`src/rtl/spi_tg_pkg.sv`:
```
package spi_tg_pkg;

    typedef enum logic [1:0] {
        ST_IDLE,
        ST_LEAD,
        ST_CLOCK,
        ST_TRAIL
    } tg_state_e;

endpackage

```
`src/rtl/spi_tg_cfg.sv`:
```
module spi_tg_cfg #(
    parameter int REG_W  = 32,
    parameter int DIV_W  = 8,
    parameter int LEAD_W = 8
) (
    input  logic              clk,
    input  logic              rst_n,
    input  logic              wr_en,
    input  logic              lock,
    input  logic [REG_W-1:0]  wdata,
    output logic [REG_W-1:0]  rdata,
    output logic [DIV_W-1:0]  div,
    output logic [LEAD_W-1:0] lead,
    output logic              cpha,
    output logic              cpol
);
    localparam int DIV_LSB  = 8;
    localparam int LEAD_LSB = DIV_LSB + DIV_W;
    localparam logic [REG_W-1:0] FIELD_MASK =
        (((REG_W)'(1) << LEAD_W) - 1) << LEAD_LSB |
        (((REG_W)'(1) << DIV_W) - 1) << DIV_LSB |
        (REG_W)'(3);

    logic [REG_W-1:0] word_q;

    always_ff @(posedge clk or negedge rst_n) begin
        if (!rst_n) begin
            word_q <= '0;
        end else if (wr_en && !lock) begin
            word_q <= wdata & FIELD_MASK;
        end
    end

    assign rdata = word_q;
    assign div   = word_q[DIV_LSB +: DIV_W];
    assign lead  = word_q[LEAD_LSB +: LEAD_W];
    assign cpha  = word_q[1];
    assign cpol  = word_q[0];

endmodule

```
`src/rtl/spi_tg_timer.sv`:
```
module spi_tg_timer #(
    parameter int W = 8
) (
    input  logic         clk,
    input  logic         rst_n,
    input  logic         load,
    input  logic [W-1:0] load_val,
    output logic         zero
);
    logic [W-1:0] cnt_q;

    always_ff @(posedge clk or negedge rst_n) begin
        if (!rst_n) begin
            cnt_q <= '0;
        end else if (load) begin
            cnt_q <= load_val;
        end else if (cnt_q != '0) begin
            cnt_q <= cnt_q - W'(1);
        end
    end

    assign zero = (cnt_q == '0);

endmodule

```
`src/rtl/spi_tg_shift.sv`:
```
module spi_tg_shift #(
    parameter int DATA_W = 8
) (
    input  logic              clk,
    input  logic              rst_n,
    input  logic              load,
    input  logic              cpha,
    input  logic              launch,
    input  logic              capture,
    input  logic [DATA_W-1:0] tx_data,
    input  logic              miso,
    output logic              mosi,
    output logic [DATA_W-1:0] rx_data
);
    logic [DATA_W-1:0] tx_q;
    logic [DATA_W-1:0] rx_q;
    logic              mosi_q;

    always_ff @(posedge clk or negedge rst_n) begin
        if (!rst_n) begin
            tx_q   <= '0;
            mosi_q <= 1'b0;
        end else if (load) begin
            if (!cpha) begin
                // phase 0: first bit must already be on the line
                mosi_q <= tx_data[DATA_W-1];
                tx_q   <= {tx_data[DATA_W-2:0], 1'b0};
            end else begin
                tx_q   <= tx_data;
            end
        end else if (launch) begin
            mosi_q <= tx_q[DATA_W-1];
            tx_q   <= {tx_q[DATA_W-2:0], 1'b0};
        end
    end

    always_ff @(posedge clk or negedge rst_n) begin
        if (!rst_n) begin
            rx_q <= '0;
        end else if (capture) begin
            rx_q <= {rx_q[DATA_W-2:0], miso};
        end
    end

    assign mosi    = mosi_q;
    assign rx_data = rx_q;

endmodule

```
`src/rtl/spi_host_timing.sv`:
```
module spi_host_timing
    import spi_tg_pkg::*;
#(
    parameter int DATA_W = 8,
    parameter int DIV_W  = 8,
    parameter int LEAD_W = 8,
    parameter int REG_W  = 32
) (
    input  logic              clk,
    input  logic              rst_n,
    input  logic              cfg_we,
    input  logic [REG_W-1:0]  cfg_wdata,
    output logic [REG_W-1:0]  cfg_rdata,
    input  logic              start,
    input  logic [DATA_W-1:0] tx_data,
    input  logic              miso,
    output logic              sck,
    output logic              cs_n,
    output logic              mosi,
    output logic [DATA_W-1:0] rx_data,
    output logic              busy,
    output logic              done
);
    localparam int EDGES  = 2 * DATA_W;
    localparam int ECNT_W = $clog2(EDGES + 1);
    localparam int TMR_W  = (DIV_W > LEAD_W) ? DIV_W : LEAD_W;

    tg_state_e state_q, state_nx;

    logic [DIV_W-1:0]  div;
    logic [LEAD_W-1:0] lead;
    logic              cpha, cpol;

    logic              tmr_load, tmr_zero;
    logic [TMR_W-1:0]  tmr_val;
    logic              accept, toggle, finish;
    logic              leading, last_edge;
    logic              launch, capture;

    logic              cs_n_q, done_q, phase_q;
    logic [ECNT_W-1:0] edge_q;

    spi_tg_cfg #(.REG_W(REG_W), .DIV_W(DIV_W), .LEAD_W(LEAD_W)) u_cfg (
        .clk   (clk),
        .rst_n (rst_n),
        .wr_en (cfg_we),
        .lock  (busy || start),
        .wdata (cfg_wdata),
        .rdata (cfg_rdata),
        .div   (div),
        .lead  (lead),
        .cpha  (cpha),
        .cpol  (cpol)
    );

    spi_tg_timer #(.W(TMR_W)) u_timer (
        .clk      (clk),
        .rst_n    (rst_n),
        .load     (tmr_load),
        .load_val (tmr_val),
        .zero     (tmr_zero)
    );

    spi_tg_shift #(.DATA_W(DATA_W)) u_shift (
        .clk     (clk),
        .rst_n   (rst_n),
        .load    (accept),
        .cpha    (cpha),
        .launch  (launch),
        .capture (capture),
        .tx_data (tx_data),
        .miso    (miso),
        .mosi    (mosi),
        .rx_data (rx_data)
    );

    // edge number about to be made is edge_q+1; odd numbers are leading edges
    assign leading   = ~edge_q[0];
    assign last_edge = (edge_q == ECNT_W'(EDGES - 1));

    always_comb begin
        state_nx = state_q;
        tmr_load = 1'b0;
        tmr_val  = TMR_W'(div);
        accept   = 1'b0;
        toggle   = 1'b0;
        finish   = 1'b0;
        unique case (state_q)
            ST_IDLE: begin
                if (start) begin
                    accept   = 1'b1;
                    tmr_load = 1'b1;
                    tmr_val  = (lead == '0) ? TMR_W'(div)
                                            : TMR_W'(lead) - TMR_W'(1);
                    state_nx = ST_LEAD;
                end
            end
            ST_LEAD: begin
                if (tmr_zero) begin
                    toggle   = 1'b1;
                    tmr_load = 1'b1;
                    state_nx = ST_CLOCK;
                end
            end
            ST_CLOCK: begin
                if (tmr_zero) begin
                    toggle   = 1'b1;
                    tmr_load = 1'b1;
                    if (last_edge) begin
                        state_nx = ST_TRAIL;
                    end
                end
            end
            ST_TRAIL: begin
                if (tmr_zero) begin
                    finish   = 1'b1;
                    state_nx = ST_IDLE;
                end
            end
            default: state_nx = ST_IDLE;
        endcase
    end

    assign launch  = toggle && (cpha ? leading : (!leading && !last_edge));
    assign capture = toggle && (cpha ? !leading : leading);

    always_ff @(posedge clk or negedge rst_n) begin
        if (!rst_n) begin
            state_q <= ST_IDLE;
        end else begin
            state_q <= state_nx;
        end
    end

    always_ff @(posedge clk or negedge rst_n) begin
        if (!rst_n) begin
            cs_n_q  <= 1'b1;
            done_q  <= 1'b0;
            phase_q <= 1'b0;
            edge_q  <= '0;
        end else begin
            done_q <= finish;
            if (accept) begin
                cs_n_q <= 1'b0;
                edge_q <= '0;
            end else if (finish) begin
                cs_n_q <= 1'b1;
            end
            if (toggle) begin
                phase_q <= ~phase_q;
                edge_q  <= edge_q + ECNT_W'(1);
            end
        end
    end

    assign sck  = phase_q ^ cpol;
    assign cs_n = cs_n_q;
    assign done = done_q;
    assign busy = (state_q != ST_IDLE);

endmodule

```
`config.mk`:
```
export PLATFORM = sky130hd
export DESIGN_NAME = spi_host_timing
export DESIGN_NICKNAME = d
export VERILOG_FILES = /design/src/rtl/spi_tg_pkg.sv /design/src/rtl/spi_tg_cfg.sv /design/src/rtl/spi_tg_timer.sv /design/src/rtl/spi_tg_shift.sv /design/src/rtl/spi_host_timing.sv
export SDC_FILE = /design/constraint.sdc
export NUM_CORES = 1
export LEC_CHECK = 0
export BUFFER_PORTS_ARGS = -buffer_cell sky130_fd_sc_hd__buf_2
export CAP_MARGIN = 5
export CORE_MARGIN = 5
export CORE_UTILIZATION = 52
export CTS_CLUSTER_SIZE = 8
export DETAILED_ROUTE_END_ITERATION = 7
export MAX_ROUTING_LAYER = met4
export PLACE_DENSITY = 0.78
export REMOVE_ABC_BUFFERS = 1
export SKIP_LAST_GASP = 1
export SLEW_MARGIN = 10
export SYNTH_ARGS = -nofsm -noshare
export SYNTH_HDL_FRONTEND = slang
export SYNTH_SLANG_ARGS = --single-unit
```
`constraint.sdc`:
```
create_clock -name clk -period 2.4 [get_ports clk]
set_input_delay 0.24 -clock clk [delete_from_list [all_inputs] [get_ports clk]]
set_output_delay 0.24 -clock clk [all_outputs]
set_load 0.005 [all_outputs]
```
======== Word-level counts from Yosys, hierarchy flattened ========
Index checks and enable logic that the tools add are counted.
storage, ports and cells
  register bits ........................... 53
  output and inout bits ................... 45
  logic and storage cells ................. 74
cells by class
  $add $sub $neg .......................... 3
  equal/unequal tests ..................... 10
  multiplexer cells ....................... 29
  bitwise operators ....................... 3
  reduce and logical (&&, ||, !) cells .... 19
operators with widths
  kind                 count
  $mux 8               8
  $logic_not 8->1      2
  $sub 8x1->8 const B  2
  $mux 1               12
  $ne 2x2->1 const B   6
  $mux 2               5
  $mux 5               2
  $reduce_bool 2->1    5
  $pmux 2 s4           1
  $reduce_bool 8->1    1
  $add 5x1->5 const B  1
  $eq 5x4->1 const B   1
  $reduce_and 5->1     1
  $eq 2x2->1 const B   2
  $logic_and 1x1->1    4
  $eq 2x1->1 const B   1
  $logic_not 1->1      2
  $logic_not 2->1      1
  $not 1->1            2
  $pmux 1 s2           1
  $reduce_and 2->1     1
  $reduce_or 2->1      1
  $logic_or 1x1->1     1
  $xor 1x1->1          1

======== Depth between registers and ports, before layout ========
  depth after elaboration ................. 7
  depth in mapped cells ................... 8

======== Modules after synthesis ========
A second synthesis with hierarchy kept.
unflattened totals
  cell total of the unflattened synthesis .. 280
  area, all modules ....................... 3101.7 um2
modules (own cells, without submodules)
  module           times used  cells each  area each (um2)  seq. area each (um2)
  spi_tg_cfg       1           72          979.7            450.4
  spi_host_timing  1           98          828.3            251.5
  spi_tg_shift     1           56          817.0            425.4
  spi_tg_timer     1           54          476.7            200.2

======== Least setup slack after synthesis ========
No wires, ideal clock.
  path type ............................... reg2reg
  from .................................... register edge_q[0]
  to ...................................... register u_shift.tx_q[1]
  setup time .............................. 0.125 ns
  arrival ................................. 1.857 ns
  required time ........................... 2.275 ns
  slack ................................... 0.418 ns
  cell stages (with the launch flop) ...... 8
  buffers on the path ..................... 1
  period minus slack after synthesis ...... 1.982 ns
  cell sequence ........................... dfrtp_1 > ha_1 > and3_1 > ha_1 > o21ai_0 > a21o_1 > buf_2 > mux2_2
on the way
  cells in the longest elaborated chain, start to end .. 6
ends and longest elaborated chain
  item                                  RTL line                text
  start, declared                       spi_host_timing.sv:41   logic [ECNT_W-1:0] edge_q;
  start signal, assigned                spi_host_timing.sv:151  edge_q <= edge_q + ECNT_W'(1);
  $eq 5x4->1                            spi_host_timing.sv:79   assign last_edge = (edge_q == ECNT_W'(EDGES - 1));
  $logic_not 1->1                       spi_host_timing.sv:124  assign launch = toggle && (cpha ? leading : (!leading && !last_edge));
  $logic_and 1x1->1                     spi_host_timing.sv:124
  $mux 1 *                              spi_host_timing.sv:124
  $logic_and 1x1->1 *                   spi_host_timing.sv:124
  $reduce_bool 2->1 (no source line) *  --
  end signal, assigned                  spi_tg_shift.sv:27      tx_q <= {tx_data[DATA_W-2:0], 1'b0};
  end signal, assigned                  spi_tg_shift.sv:29      tx_q <= tx_data;
  end signal, assigned                  spi_tg_shift.sv:33      tx_q <= {tx_q[DATA_W-2:0], 1'b0};
  end, declared                         spi_tg_shift.sv:15      logic [DATA_W-1:0] tx_q;
Every way passes the cells marked *; elsewhere a longest branch is shown, timed or not.
A chain may end at the register's enable or synchronous reset.

======== Worst setup path after layout ========
  from .................................... register edge_q[0]
  to ...................................... register u_shift.tx_q[6]
Same word-level chain as after synthesis.

==> impl_metrics.ini <==
[run_status]
run_status = completed

[global_route]
first_global_vias = 2146
grt.total_usage = 0.1684
grt_max_degree = 24
antenna_found_initial = 0
grt_overflow = 0
grt_pass1_wl_mm = 9.694

[clock_tree]
ctsHoldBuffers = 1
clockBufferDepth = 2
post_cts_buffers = 0
cts_buffers = 5
insertion_delay_ns = 0.30
clkTransAtPathRegs_ns = 0.09
htree_num_levels = 2
clock-sinks = 53
cts_tree = yes
cts_resized = 0
cts_root_buf = clkbuf_8

[power_and_ir_drop]
p_seq_frac = 0.409
swShare = 0.3871
leakage_nw = 1.718
power.internal_mw = 2.428
vdd_ir_drop_max_uv = 743.3
power_switching_mw = 1.534
pwr-share-comb = 0.462
finalPower_mw = 3.962
power.density_nw_per_um2 = 1147
pwr-share-clk = 0.129

[placement]
portBuffers = 61
dp_worst_setup_slack_ns = 0.2154
placedInstanceArea_um2 = 3349
hpwlAfterDp_mm = 4.473
dp.cells = 402
place_congestion = 0.8308

[synth]
synth_cell_types = 49
synthFlopType = dfrtp_1
synth_top_area_frac = 0.4355
synth_top_family_by_area = multiplexers
ys_ff_latch = 53
synth_fa_ha_area_frac = 0.05025
netlist_top_cells_count = dfrtp_1, mux2_2, o21ai_0
ys_warn_count = 0
synth_xor_area_frac = 0.02052
synth.area.top_cells = dfrtp_1, mux2_2, mux2i_1
synth_edf_count = 0
synth_compound_area_frac = 0.1005
yosysSeqAreaShare = 0.4443
synth-async-reset-ratio = 1.000
syn_avg_cell_area_um2 = 11.07
syn_area_um2 = 2988
yosysMostFrequentCell = dfrtp_1
synth-simple-area-share = 0.1214
synthMuxAreaShare = 0.1889
yosys.area.top_type = dfrtp_1
netlist_instances = 270

[job]
maxCapViolCount = 0

[detailed_routing]
routed_wl_mm = 5.875
drt_iter0_markers = 140
viasPerCell = 5.338
wl_per_cell_um = 14.29
route.detailed.drc = 0
ant_nets = 0
dr.pass1.iters = 4
vias = 2194

[sta]
skew_ns = 0.005320
finalMaxSlewViolations = 0
layout_setup_ws_ns = 0.2154
min_period_over_period = 0.9103
rsz0062_at_grt = no
period_needed_ns = 2.185
timing.setup.tns_ns = 0
hold_slack_ns = 0.1616
max-slew-margin-rel = 0.6180
worst_pin_slew_ns = 0.5678
hold_viol_final = 0
fmax_ghz = 0.4577
setup_viol = 0

[floorplan]
chipHeight_um = 85.80
start_util = 0.5393
rows = 27
boundaryPins = 90
die_x_um = 85.80
core_um2 = 5540
die_area_um2 = 7362

[finish]
nets = 395
instances_no_fill = 411
syn2layout_area_growth_pct = 15.58
antenna_cells = 0
drive_above_1_share = 0.3599
final_area_um2 = 3453
fin_util = 0.6233

[critical_path]
rr_worst_depth = 6
cp_max_fo = 8
crit_path_max_incr_delay_ns = 0.44
critical_path_class = register to register
cp.arrival_ns = 2.38
cp_cell_sequence = ha_1 > and3_1 > ha_1 > o21ai_0 > a21o_1 > mux2_2
cp-end-kind = register
start_kind = register
crit_required_ns = 2.59
cp_common_cell = ha_1
crit_slowest_cell = dfrtp_1

[hold_path]
hold_depth = 2
hp-class = primary input to register
==> per-layer routing <==
layer,GRT usage,wire length (um)
met3,0.02978,319
met4,0.06763,116
met5,-,0
met2,0.2719,2870
met1,0.2099,2569
==> cells by family (layout without fill, tap and decap cells) <==
family | Yosys count | count (layout)
AO/OA/AOI/OAI | 46 | 46
XOR/XNOR | 7 | 7
adder cells (fa/ha/maj) | 12 | 12
buffers and inverters | 39 | 95
flip-flops | 53 | 53
multiplexers | 52 | 52
other | 1 | 14
AND/OR/NAND/NOR | 60 | 60
==> registers in the layout, summed over array words and instances, names as in the netlist <==
| name | count |
|---|---|
| u_cfg.rdata | 18 |
| u_shift.rx_data | 8 |
| u_shift.tx_q | 8 |
| u_timer.cnt_q | 8 |
| edge_q | 5 |
| state_q | 2 |
| cs_n | 1 |
| done | 1 |
| phase_q | 1 |
| u_shift.mosi | 1 |
==> area by class of cell <==
cell class                      instances  area (um2)
Timing Repair Buffer                   73       397.9
Sequential cell                        53        1328
Fill cell                             459        2087
Clock buffer                            7       86.33
Tap cell                               72       90.09
Multi-Input combinational cell        191        1491
Clock inverter                          1       7.507
Inverter                               14       52.55
==> cell usage in the layout, fill, tap and decap left out, types with 6 or more instances in the layout <==
| master | count |
|---|---|
| buf_2 | 61 |
| dfrtp_1 | 52 |
| mux2_2 | 34 |
| o21ai_0 | 18 |
| mux2i_1 | 17 |
| inv_1 | 14 |
| nand2_1 | 14 |
| conb_1 | 14 |
| ha_1 | 12 |
| buf_4 | 11 |
| nand3_1 | 9 |
| a21oi_1 | 6 |
| clkbuf_8 | 6 |
==> power groups by stage <==
stage | registers, mW | clock network [mW] | logic, mW
floorplan | 1.60 | 0 | 1.21
detailed placement | 1.63 | 0 | 1.83
CTS | 1.61 | 0.536 | 1.85
global placement | 1.60 | 0 | 1.78
finish | 1.62 | 0.511 | 1.83
global route | 1.67 | 0.569 | 2.03
==> path summary, 6_finish.rpt <==
kind / startpoint / to / slack [ns]
worst min-delay path: cfg_wdata[0] / u_cfg.rdata[0]$_DFFE_PN0P_ / 0.16
min in group asynchronous: rst_n / u_cfg.rdata[20]$_DFFE_PN0P_ / 0.37
worst max register to register: edge_q[0]$_DFFE_PN0P_ / u_shift.tx_q[6]$_DFFE_PN0P_ / 0.22
worst min register to register: u_shift.rx_data[7]$_DFFE_PN0P_ / u_shift.rx_data[7]$_DFFE_PN0P_ / 0.51
worst max-delay path: edge_q[0]$_DFFE_PN0P_ / u_shift.tx_q[6]$_DFFE_PN0P_ / 0.22
max in group asynchronous: rst_n / cs_n$_DFFE_PN1P_ / 1.40
==> critical path: cells and delay by family (launching register included) <==
kind | cells | cell delay, ns
AO/OA/AOI/OAI | 2 | 0.64
flip-flops | 1 | 0.44
AND/OR/NAND/NOR | 1 | 0.19
multiplexers | 1 | 0.38
adder cells (fa/ha/maj) | 2 | 0.42
No activity file was read; power rests on OpenSTA's default activity.
